<file path="config.mk">
export PLATFORM = sky130hd
export DESIGN_NAME = frame_timers
export DESIGN_NICKNAME = d
export VERILOG_FILES = /design/src/rtl/frame_timer_pkg.sv /design/src/rtl/ft_downcount.sv /design/src/rtl/ft_ctrl.sv /design/src/rtl/ft_datapath.sv /design/src/rtl/frame_timers.sv
export SDC_FILE = /design/constraint.sdc
export NUM_CORES = 1
export LEC_CHECK = 0
export BUFFER_PORTS_ARGS = -buffer_cell sky130_fd_sc_hd__buf_2
export CAP_MARGIN = 20
export CORE_AREA = 2 2 87 68
export CTS_CLUSTER_DIAMETER = 80
export DETAILED_ROUTE_END_ITERATION = 7
export DIE_AREA = 0 0 89 70
export GPL_ROUTABILITY_DRIVEN = 0
export GPL_TIMING_DRIVEN = 0
export SLEW_MARGIN = 20
export SYNTH_ARGS = -nofsm -noshare
export SYNTH_HDL_FRONTEND = slang
export SYNTH_SLANG_ARGS = --single-unit
</file>
<file path="constraint.sdc">
create_clock -name clk -period 2.35 [get_ports clk]
set_clock_uncertainty 0.05 [all_clocks]
set_input_delay 0.47 -clock clk [delete_from_list [all_inputs] [get_ports clk]]
set_output_delay 0.47 -clock clk [all_outputs]
set_load 0.03 [all_outputs]
</file>
<file path="src/rtl/frame_timer_pkg.sv">
package frame_timer_pkg;
  localparam int TIMER_W = 8;
  localparam int SEED_W  = 8;

  // Strobes from control to datapath
  typedef struct packed {
    logic delayLoad;
    logic delayDec;
    logic soundLoad;
    logic soundDec;
    logic toneSet;
    logic toneClr;
    logic seedInc;
  } tmrStrobes_t;
endpackage

</file>
<file path="src/rtl/ft_downcount.sv">
module ft_downcount #(
  parameter int W = 8
) (
  input  logic         clk,
  input  logic         rstN,
  input  logic         load,
  input  logic         dec,
  input  logic [W-1:0] loadVal,
  output logic [W-1:0] count,
  output logic         isZero
);
  localparam logic [W-1:0] ONE = W'(1);

  always_ff @(posedge clk) begin
    if (!rstN)      count <= '0;
    else if (load)  count <= loadVal;
    else if (dec)   count <= count - ONE;
  end

  assign isZero = (count == '0);
endmodule

</file>
<file path="src/rtl/ft_ctrl.sv">
module ft_ctrl
  import frame_timer_pkg::*;
(
  input  logic        frameTick,
  input  logic        hostWrEn,
  input  logic        hostWrSel,
  input  logic        delayZero,
  input  logic        soundZero,
  output tmrStrobes_t strobes
);
  always_comb begin
    strobes           = '0;
    strobes.delayLoad = hostWrEn & ~hostWrSel;
    strobes.soundLoad = hostWrEn &  hostWrSel;
    // a load beats a same-cycle decrement
    strobes.delayDec  = frameTick & ~delayZero & ~strobes.delayLoad;
    strobes.soundDec  = frameTick & ~soundZero & ~strobes.soundLoad;
    // tone follows the pre-tick sound value
    strobes.toneSet   = frameTick & ~soundZero;
    strobes.toneClr   = frameTick &  soundZero;
    strobes.seedInc   = frameTick;
  end
endmodule

</file>
<file path="src/rtl/ft_datapath.sv">
module ft_datapath
  import frame_timer_pkg::*;
#(
  parameter int TW = TIMER_W,
  parameter int SW = SEED_W
) (
  input  logic          clk,
  input  logic          rstN,
  input  tmrStrobes_t   strobes,
  input  logic [TW-1:0] wrData,
  output logic [TW-1:0] delayVal,
  output logic [TW-1:0] soundVal,
  output logic [SW-1:0] seedVal,
  output logic          toneOn,
  output logic          delayZero,
  output logic          soundZero
);
  localparam int NUM_TMR = 2;
  localparam logic [SW-1:0] SEED_STEP = SW'(1);

  logic [NUM_TMR-1:0]         loadV, decV, zeroV;
  logic [NUM_TMR-1:0][TW-1:0] cntV;

  assign loadV = {strobes.soundLoad, strobes.delayLoad};
  assign decV  = {strobes.soundDec,  strobes.delayDec};

  for (genvar i = 0; i < NUM_TMR; i++) begin : g_tmr
    ft_downcount #(.W(TW)) u_cnt (
      .clk     (clk),
      .rstN    (rstN),
      .load    (loadV[i]),
      .dec     (decV[i]),
      .loadVal (wrData),
      .count   (cntV[i]),
      .isZero  (zeroV[i])
    );
  end

  assign delayVal  = cntV[0];
  assign soundVal  = cntV[1];
  assign delayZero = zeroV[0];
  assign soundZero = zeroV[1];

  always_ff @(posedge clk) begin
    if (!rstN)                seedVal <= '0;
    else if (strobes.seedInc) seedVal <= seedVal + SEED_STEP;
  end

  always_ff @(posedge clk) begin
    if (!rstN)                toneOn <= 1'b0;
    else if (strobes.toneSet) toneOn <= 1'b1;
    else if (strobes.toneClr) toneOn <= 1'b0;
  end

  // a decrement of one timer leaves the other untouched
  p_indep_r11: assert property (@(posedge clk) disable iff (!rstN)
    (strobes.delayDec && !strobes.soundLoad) |=> $stable(soundVal) || $past(strobes.soundDec));
endmodule

</file>
<file path="src/rtl/frame_timers.sv">
module frame_timers
  import frame_timer_pkg::*;
(
  input  logic               clk,
  input  logic               rstN,
  input  logic               frameTick,
  input  logic               hostWrEn,
  input  logic               hostWrSel,
  input  logic [TIMER_W-1:0] hostWrData,
  output logic [TIMER_W-1:0] delayVal,
  output logic [TIMER_W-1:0] soundVal,
  output logic [SEED_W-1:0]  seedVal,
  output logic               toneOn
);
  tmrStrobes_t strobes;
  logic        delayZero, soundZero;

  ft_ctrl u_ctrl (
    .frameTick (frameTick),
    .hostWrEn  (hostWrEn),
    .hostWrSel (hostWrSel),
    .delayZero (delayZero),
    .soundZero (soundZero),
    .strobes   (strobes)
  );

  ft_datapath #(.TW(TIMER_W), .SW(SEED_W)) u_dp (
    .clk       (clk),
    .rstN      (rstN),
    .strobes   (strobes),
    .wrData    (hostWrData),
    .delayVal  (delayVal),
    .soundVal  (soundVal),
    .seedVal   (seedVal),
    .toneOn    (toneOn),
    .delayZero (delayZero),
    .soundZero (soundZero)
  );

  logic delayWr, soundWr;
  assign delayWr = hostWrEn && !hostWrSel;
  assign soundWr = hostWrEn &&  hostWrSel;

  p_delay_step_r2: assert property (@(posedge clk) disable iff (!rstN)
    (frameTick && !delayWr && delayVal != '0) |=> delayVal == TIMER_W'($past(delayVal) - TIMER_W'(1)));

  p_delay_floor_r3: assert property (@(posedge clk) disable iff (!rstN)
    (frameTick && !delayWr && delayVal == '0) |=> delayVal == '0);

  p_tone_set_r4: assert property (@(posedge clk) disable iff (!rstN)
    (frameTick && soundVal != '0) |=> toneOn);

  p_tone_clr_r5: assert property (@(posedge clk) disable iff (!rstN)
    (frameTick && soundVal == '0) |=> !toneOn);

  p_seed_step_r6: assert property (@(posedge clk) disable iff (!rstN)
    frameTick |=> seedVal == SEED_W'($past(seedVal) + SEED_W'(1)));

  p_idle_hold_r7: assert property (@(posedge clk) disable iff (!rstN)
    (!frameTick && !hostWrEn) |=> $stable(delayVal) && $stable(soundVal) && $stable(seedVal) && $stable(toneOn));

  p_load_wins_r9: assert property (@(posedge clk) disable iff (!rstN)
    delayWr |=> delayVal == $past(hostWrData));

  p_load_snd_r8: assert property (@(posedge clk) disable iff (!rstN)
    soundWr |=> soundVal == $past(hostWrData));
endmodule

</file>
==> out/qor.yml, run 1 <==
sta:
  worst_pin_slew_ns: 0.456
  final-hold-violation-count: 0
  setup_viol: 0
  finalMaxSlewViolations: 0
  fmax_mhz: 481
  rsz0062_at_grt: "no"
  relSlewSlack_pct: 69.6
  tns_ns: 0
  period_share_pct: 88.6
  layout_min_cycle_time_ns: 2.08
place:
  dpl.hpwl_um: 2600
  numPlacedInstances: 270
  port_buffers: 37
  dpl-instance-area_um2: 1600
floorplan:
  die_x_um: 89
  ios: 38
  core_area_um2: 5530
  dieArea_um2: 6230
  start_util_pct: 23.8
  die-height_um: 70
  rows: 24
synth:
  ys_seq_area_share_pct: 38.1
  synth_cell_types: 36
  syn-num-nets: 172
  ys_ff_latch: 25
  syn-instance-count: 155
  synth.avg_cell_area_um2: 8.48
  syn_area_um2: 1310
  ys_warn_count: 0
setup_path:
  endpoint_kind: "flop"
  crit_type: "reg2reg"
  cp-start-kind: "flop"
  required_ns: 2.50
  critPathMaxFanout: 5
  crit_chain: "or4b_4, or4b_1, or3b_1, a31oi_1"
  arrival_ns: 2.24
  worst_path_max_delay_cell: "or4b_4"
  cpPeakStageDelay_ns: 0.57
cells_and_area:
  drive_gt1_share_pct: 23.0
  final_design_area_no_fill_um2: 1640
  fillCellCount: 635
  finalCoreUtilization_pct: 29.7
  areaGrowthSynthToFinish_pct: 25.0
  stdcell_count: 274
  fin_nets: 214
  num_antenna_cells: 0
grt:
  grt_use_total_pct: 11.3
  grt_overflow_total: 0
  grt_pass1_wl_um: 5560
  grt_pass1_vias: 1146
  antenna_found_initial: 0
  grt_max_degree: 14
clock_tree:
  ctsResizeCount: 0
  post_cts_buffers: 0
  cts_buffers: 3
  cts_tree: "done"
  clkLatencyLatePin_ns: 0.27
  cts_buffer_depth: 2
  cts.sinks: 25
  cts_hold_buf: 0
  ctsHtreeMaxLevel: 1
  cts_root_buf: "clkbuf_8"
  path_clk_slew_ns: 0.09
pwr:
  p_leak_uw: 0.000697
  power_frac_comb_pct: 32.5
  vdd.ir_drop.worst_mv: 0.264
  power_switching_uw: 420
  sequentialPowerShare_pct: 44.5
  p_sw_share_pct: 36.5
  power.density_nw_per_um2: 701
  internal_power_uw: 730
  p_clk_share_pct: 23.0
detailed_routing:
  drt_wl_total_um: 3400
  firstDrtPassIters: 4
  drc: 0
  avgViaCountPerCell: 4.53
  wl_per_cell_um: 12.4
  drt_iter0_drc: 76
  antenna_left: 0
  vias: 1240
job:
  drv_cap: 0
run_status:
  status: "finished clean"
min_path:
  hp-class: "in2reg"
==> path summary, 6_finish.rpt <==
check / startpoint / endpoint / slack [ns] / cells after the start
min reg2reg: u_dp.seedVal[7] / u_dp.seedVal[7] / 0.45 / 2
min: hostWrData[5] / u_dp.g_tmr[1].u_cnt.count[5] / 0.41 / 2
max: u_dp.g_tmr[1].u_cnt.count[0] / u_dp.g_tmr[1].u_cnt.count[7] / 0.27 / 4
max reg2reg: u_dp.g_tmr[1].u_cnt.count[0] / u_dp.g_tmr[1].u_cnt.count[7] / 0.27 / 4
==> layout by cell type, fill, tap and decap left out, types with 6 or more instances in the layout <==
master    instances
o21ai_0          15
nor3_1            6
a21oi_1           9
dfxtp_1          25
or3_1             7
nand4_1           6
nand2_1          18
buf_2            37
xnor2_1           6
clkbuf_1          6
==> stage by stage <==
step / power [uW] / setup slack, ns / hold WS [ns]
2_1_floorplan: 789 / 0.231 / 0.558
4_1_cts: 1160 / 0.271 / 0.405
5_1_grt: 1230 / 0.178 / 0.413
6_report: 1150 / 0.269 / 0.407
3_5_place_dp: 895 / 0.0173 / 0.420
3_3_place_gp: 891 / 0.0134 / 0.409
==> sequential cells by signal, indices dropped and copies added, names as in the netlist <==
name and cells:
u_dp.seedVal 8, u_dp.toneOn 1, u_dp.g_tmr.u_cnt.count 16
==> layout make-up <==
class	count	area (um^2)	share of cell area [%]
Buffer	6	22.5	1.37
Timing Repair Buffer	37	185	11.3
Multi-Input combinational cell	119	772	47.0
Clock buffer	4	45.0	2.74
Sequential cell	25	500	30.5
Tap cell	78	97.6	5.95
Inverter	5	18.8	1.14
==> power by group through the flow <==
stage                     logic [uW]  registers, uW  clock network (uW)
final                            374            512                 264
after global routing             414            521                 294
after CTS                        376            513                 273
after detailed placement         372            523                   0
after global placement           370            521                   0
after floorplan                  193            595                   0
==> cell usage after synthesis <==
library cell / instances / area [um^2]
dfxtp_1: 25 / 500
nand2_1: 18 / 67.6
o21ai_0: 15 / 75.1
a21oi_1: 9 / 45.0
or3_1: 7 / 43.8
nand4_1: 6 / 37.5
nor3_1: 6 / 30.0
xnor2_1: 6 / 52.6
and2_1: 5 / 31.3
clkbuf_1: 5 / 18.8
inv_1: 5 / 18.8
a31oi_1: 4 / 25.0
ha_1: 4 / 50.1
nor2b_1: 4 / 25.0
xor2_1: 4 / 35.0
mux2i_1: 3 / 30.0
a21boi_0: 2 / 15.0
nand2b_1: 2 / 12.5
nand3_1: 2 / 10.0
nor2_1: 2 / 7.51
nor3b_1: 2 / 15.0
o211a_1: 2 / 20.0
o211ai_1: 2 / 15.0
o221a_2: 2 / 22.5
o31ai_1: 2 / 15.0
and3_1: 1 / 6.26
buf_1: 1 / 3.75
nor4b_1: 1 / 8.76
o22ai_1: 1 / 6.26
or3b_1: 1 / 8.76
or3b_2: 1 / 8.76
or4_1: 1 / 7.51
or4b_1: 1 / 10.0
or4b_2: 1 / 10.0
or4b_4: 1 / 13.8
or4bb_1: 1 / 11.3
==> cells by family after synthesis <==
group	Yosys count	share of synthesized area (%)
AOI/OAI and AO/OA	39	18.2
xor gates and xnor gates	10	6.67
adders and majority gates	4	3.81
buffers and inverters	11	3.14
DFF	25	38.1
muxes	3	2.29
and+or+nand+nor	63	27.8
==> metal layers <==
metal / global-route usage, % / wire length, um / vias up
met4: 3.15 / 56 / 0
met5: 0 / 0 / -
met1: 15.5 / 1690 / 557
met3: 4.14 / 174 / 6
li1: - / - / 653
met2: 16.7 / 1480 / 24
==> critical path: cells and delay by family (launching register included) <==
kind | cells | cell delay (ns)
compound gates | 1 | 0.17
flops | 1 | 0.34
simple gates | 3 | 1.46
Power figures use the tool's default switching activity.
==> run 2, diff against run 1 <==
clock period = 2 ns   (was 2.35 ns; I/O delays follow)
==> run 2 against run 1 <==
  * Worst hold slack worse by 0.074 ns
  * Die area unchanged
  * Clock power up 22%
  * Count of clock-buffer cells in the layout down 1
  * Design area up 2.5%
  * Critical path type unchanged
  * First-iteration DRC count up 5.3%
  * Sequential cell count unchanged
  * Sequential power up 18%
  * Wire length down 0.44%
  * Combinational power up 23%
  * Power up 20%
==> out/qor.yml, run 2 (synthesis gave the netlist of run 1 again) <==
run_status:
  status: "finished clean"  # unchanged
detailed_routing:
  antenna_left: 0  # unchanged
  drc: 0  # unchanged
  wl_per_cell_um: 12.3  # was 12.4 um
  drt_iter0_drc: 80  # was 76
  avgViaCountPerCell: 4.54  # was 4.53
  vias: 1253  # was 1240
  firstDrtPassIters: 4  # unchanged
  drt_wl_total_um: 3380  # was 3400 um
grt:
  grt_max_degree: 16  # was 14
  grt_pass1_vias: 1192  # was 1146
  antenna_found_initial: 0  # unchanged
  grt_use_total_pct: 11.6  # was 11.3%
  grt_pass1_wl_um: 5660  # was 5560 um
  grt_overflow_total: 0  # unchanged
sta:
  finalMaxSlewViolations: 0  # unchanged
  fmax_mhz: 503  # was 481 MHz
  layout_min_cycle_time_ns: 1.99  # was 2.08 ns
  worst_pin_slew_ns: 0.478  # was 0.456 ns
  period_share_pct: 99.5  # was 88.6%
  relSlewSlack_pct: 68.1  # was 69.6%
  setup_ws_ns: 0.0101  # was 0.269 ns
  whs_ns: 0.333  # was 0.407 ns
  final-hold-violation-count: 0  # unchanged
  rsz0062_at_grt: "yes"  # was no
  setup_viol: 0  # unchanged
pwr:
  sequentialPowerShare_pct: 43.6  # was 44.5%
  internal_power_uw: 875  # was 730 uW
  power_frac_comb_pct: 33.2  # was 32.5%
  power.density_nw_per_um2: 824  # was 701 nW/um^2
  p_sw_share_pct: 36.9  # was 36.5%
  p_leak_uw: 0.000718  # was 0.000697 uW
  power_switching_uw: 511  # was 420 uW
  vdd.ir_drop.worst_mv: 0.295  # was 0.264 mV
  p_clk_share_pct: 23.2  # was 23.0%
floorplan:
  core_area_um2: 5530  # unchanged
  rows: 24  # unchanged
  dieArea_um2: 6230  # unchanged
  start_util_pct: 23.8  # unchanged
  die-height_um: 70  # unchanged
  ios: 38  # unchanged
  die_x_um: 89  # unchanged
clock_tree:
  ctsHtreeMaxLevel: 1  # unchanged
  cts.sinks: 25  # unchanged
  clkLatencyLatePin_ns: 0.28  # was 0.27 ns
  cts_root_buf: "clkbuf_8"  # unchanged
  cts_tree: "done"  # unchanged
  cts_buffer_depth: 2  # unchanged
  cts_buffers: 3  # unchanged
  path_clk_slew_ns: 0.10  # was 0.09 ns
  cts_hold_buf: 0  # unchanged
cells_and_area:
  top_register: "u_dp.g_tmr.u_cnt.count"  # unchanged
  top_regs: "u_dp.g_tmr.u_cnt.count x16, u_dp.seedVal x8, u_dp.toneOn x1"  # unchanged
  areaGrowthSynthToFinish_pct: 28.1  # was 25.0%
  final_cell_mix: "buf_2, dfxtp_1, nand2_1"  # unchanged
  drive_gt1_share_pct: 27.3  # was 23.0%
  num_antenna_cells: 0  # unchanged
  largest_register_ff_count: 16  # unchanged
  fin_nets: 216  # was 214
  finalCoreUtilization_pct: 30.5  # was 29.7%
  layout_commonest_cell: "buf_2"  # unchanged
setup_path:
  required_ns: 2.16  # was 2.50 ns
  crit_type: "reg2reg"  # unchanged
  endpoint_kind: "flop"  # unchanged
  cp-start-kind: "flop"  # unchanged
  arrival_ns: 2.15  # was 2.24 ns
  critPathMaxFanout: 4  # was 5
place:
  port_buffers: 37  # unchanged
  dpl.hpwl_um: 2590  # was 2600 um
  place_ws_ns: -0.224  # was 0.0173 ns
min_path:
  hp-class: "in2reg"  # unchanged
job:
  drv_cap: 0  # unchanged
run 2: cell types whose count changed in the layout (fill, tap and decap cells not counted), sizes merged:
cell,delta
buf,+2
clkbuf,-1
inv,+1
run 2: metal layers:
metal	share of wire (%)	track usage [%]
met2	44	17.6
met5	0	0
met4	0.53	2.49
met1	49	16.1
met3	6.1	3.78
run 2: power by group through the flow:
stage          Sequential [uW]  Combinational, uW  Clock [uW]
4_1_cts                    604                453         332
3_3_place_gp               615                434           0
5_1_grt                    615                510         345
2_1_floorplan              702                227           0
6_report                   604                460         322
3_5_place_dp               616                436           0
run 2: stage by stage:
step | total power, uW | instances | instance area (um^2) | setup TNS [ns]
2_1_floorplan | 929 | 155 | 1320 | -0.0175
3_3_place_gp | 1050 | 270 | 1600 | -0.225
3_5_place_dp | 1050 | 270 | 1600 | -0.224
4_1_cts | 1390 | 276 | 1670 | -0.000773
5_1_grt | 1470 | 276 | 1680 | -0.0959
6_report | 1390 | 276 | 1680 | 0
run 2: critical path, stage by stage (launching register included):
cell and delay (ns):
dfxtp_2 0.34, or4b_4 0.54, or4b_4 0.49, or3b_1 0.35, a31oi_1 0.16
run 2: final timing paths:
kind / slack, ns / cells after the start / start / end
max: 0.01 / 4 / u_dp.g_tmr[1].u_cnt.count[1] / u_dp.g_tmr[1].u_cnt.count[7]
min: 0.33 / 2 / hostWrData[5] / u_dp.g_tmr[1].u_cnt.count[5]
max reg2reg: 0.01 / 4 / u_dp.g_tmr[1].u_cnt.count[1] / u_dp.g_tmr[1].u_cnt.count[7]
min reg2reg: 0.45 / 1 / u_dp.toneOn / u_dp.toneOn
run 2: what timing repair did:
action	4_1_cts	5_1_grt
pin swaps	2	2
resized for setup	1	4
setup buffers	2	0
setup endpoints to repair	1	9
run 2: cell type report:
type                       instances  area [um^2]
fill                             614         3840
multi-input combinational        119          790
sequential                        25          507
timing repair buffer              39          200
tap                               78         97.6
clock buffer                       3         41.3
buffer                             6         22.5
inverter                           5         18.8
clock inverter                     1         6.26
==> run 3, diff against run 2 <==
--- a/constraint.sdc
+++ b/constraint.sdc
@@ -4,2 +4,2 @@
 set_output_delay 0.4 -clock clk [all_outputs]
-set_load 0.03 [all_outputs]
+set_load 0.05 [all_outputs]
==> run 3 against run 2 <==
  * The run now ends with negative setup slack left
  * Maximum frequency down 2.0%
  * Count of clock-buffer cells in the layout is 1 higher
  * Global-route usage about the same
  * Worst hold slack better by 0.0064 ns
  * First-iteration DRC count shrank 8.8%
  * Sequential share of layout area grew 0.39 points
  * Power is 4.3% higher
  * Wire length rose by 2.2%
==> out/qor.yml, run 3 (synthesis gave the netlist of run 1 again) <==
run_status:
  status: "finished, violations left"  # was finished clean
  violations: "negative setup slack"
floorplan:
  rows: 24  # unchanged
  ios: 38  # unchanged
  core_area_um2: 5530  # unchanged
  dieArea_um2: 6230  # unchanged
  die-height_um: 70  # unchanged
  die_x_um: 89  # unchanged
  start_util_pct: 23.8  # unchanged
cells_and_area:
  layout_commonest_cell: "buf_2"  # unchanged
  drive_gt1_share_pct: 27.4  # was 27.3%
  num_antenna_cells: 0  # unchanged
  top_regs: "u_dp.g_tmr.u_cnt.count x16, u_dp.seedVal x8, u_dp.toneOn x1"  # unchanged
  top_register: "u_dp.g_tmr.u_cnt.count"  # unchanged
  areaGrowthSynthToFinish_pct: 27.7  # was 28.1%
  fin_nets: 215  # was 216
  fillCellCount: 622  # was 614
  final_cell_mix: "buf_2, dfxtp_1, nand2_1"  # unchanged
  final_design_area_no_fill_um2: 1680  # about the same
  largest_register_ff_count: 16  # unchanged
place:
  place_ws_ns: -0.244  # was -0.224 ns
  dpl-instance-area_um2: 1610  # was 1600 um^2
  port_buffers: 37  # unchanged
  dpl.hpwl_um: 2610  # was 2590 um
grt:
  grt_pass1_vias: 1167  # was 1192
  grt_use_total_pct: 11.6  # about the same
  grt_pass1_wl_um: 5610  # was 5660 um
  antenna_found_initial: 0  # unchanged
  grt_overflow_total: 0  # unchanged
  grt_max_degree: 14  # was 16
sta:
  rsz0062_at_grt: "yes"  # unchanged
  tns_ns: -0.0295  # was 0 ns
  final-hold-violation-count: 0  # unchanged
  finalMaxSlewViolations: 0  # unchanged
  relSlewSlack_pct: 67.7  # was 68.1%
  worst_pin_slew_ns: 0.484  # was 0.478 ns
  period_share_pct: 101  # was 99.5%
  layout_min_cycle_time_ns: 2.03  # was 1.99 ns
  fmax_mhz: 493  # was 503 MHz
  setup_ws_ns: -0.0295  # was 0.0101 ns
  setup_viol: 1  # was 0
detailed_routing:
  antenna_left: 0  # unchanged
  drt_wl_total_um: 3460  # was 3380 um
  drt_iter0_drc: 73  # was 80
  wl_per_cell_um: 12.6  # was 12.3 um
  drc: 0  # unchanged
  firstDrtPassIters: 4  # unchanged
  vias: 1249  # was 1253
  avgViaCountPerCell: 4.54  # about the same
clock_tree:
  cts_buffers: 3  # unchanged
  clkLatencyLatePin_ns: 0.27  # was 0.28 ns
  cts_root_buf: "clkbuf_8"  # unchanged
  path_clk_slew_ns: 0.09  # was 0.10 ns
  cts.sinks: 25  # unchanged
  cts_buffer_depth: 2  # unchanged
  ctsHtreeMaxLevel: 1  # unchanged
  cts_hold_buf: 0  # unchanged
  cts_tree: "done"  # unchanged
pwr:
  p_leak_uw: 0.000710  # was 0.000718 uW
  vdd.ir_drop.worst_mv: 0.385  # was 0.295 mV
  power.density_nw_per_um2: 862  # was 824 nW/um^2
job:
  drv_cap: 0  # unchanged
min_path:
  hp-class: "in2reg"  # unchanged
setup_path:
  crit_type: "reg2reg"  # unchanged
  arrival_ns: 2.18  # was 2.15 ns
  required_ns: 2.15  # was 2.16 ns
  cp-start-kind: "flop"  # unchanged
  critPathMaxFanout: 3  # was 4
  endpoint_kind: "flop"  # unchanged
-- run 3: area by class of cell --
cell class	instances	area, um^2	area share [%]
clock buffer	4	45.0	2.68
sequential	25	512	30.5
buffer	6	22.5	1.34
inverter	5	18.8	1.12
multi-input combinational	119	790	47.1
tap	78	97.6	5.82
timing repair buffer	38	193	11.5
-- run 3: final timing paths --
kind | start | end | slack (ns) | depth (start not counted)
min | hostWrData[5] | u_dp.g_tmr[1].u_cnt.count[5] | 0.34 | 2
max reg2reg | u_dp.g_tmr[1].u_cnt.count[0] | u_dp.g_tmr[1].u_cnt.count[7] | -0.03 | 4
max | u_dp.g_tmr[1].u_cnt.count[0] | u_dp.g_tmr[1].u_cnt.count[7] | -0.03 | 4
min reg2reg | u_dp.seedVal[7] | u_dp.seedVal[7] | 0.44 | 2
-- run 3: critical path, cell delays in order, from the launching register on --
cell and delay, ns:
dfxtp_4 0.35, or4b_4 0.53, or4b_4 0.49, or3b_1 0.35, a31oi_1 0.18
-- run 3: power by group --
group          internal, uW  switching, uW
registers               551           56.2
logic                   179            350
clock network           143            167
total                   873            573
-- run 3: metal layers --
layer | share of wire (%) | wire length (um) | global-route usage (%)
met3 | 3.8 | 133 | 2.72
met5 | 0 | 0 | 0
met1 | 50 | 1730 | 15.9
met4 | 1.9 | 67 | 4.15
met2 | 44 | 1530 | 17.7
-- run 3: timing repair --
action	CTS	global route
pin swaps	2	2
endpoints found under the setup margin	2	6
gates resized for setup	2	3
buffers inserted	1	0
endpoints found under the hold margin	0	0
-- run 3: stage by stage --
stage	total power [uW]	instances	hold slack (ns)	util, %
2_1_floorplan	1000	155	0.481	-
3_3_place_gp	1120	270	0.411	29.1
3_5_place_dp	1130	270	0.424	29.1
4_1_cts	1460	275	0.328	30.2
5_1_grt	1540	275	0.333	30.4
6_report	1450	275	0.339	30.4
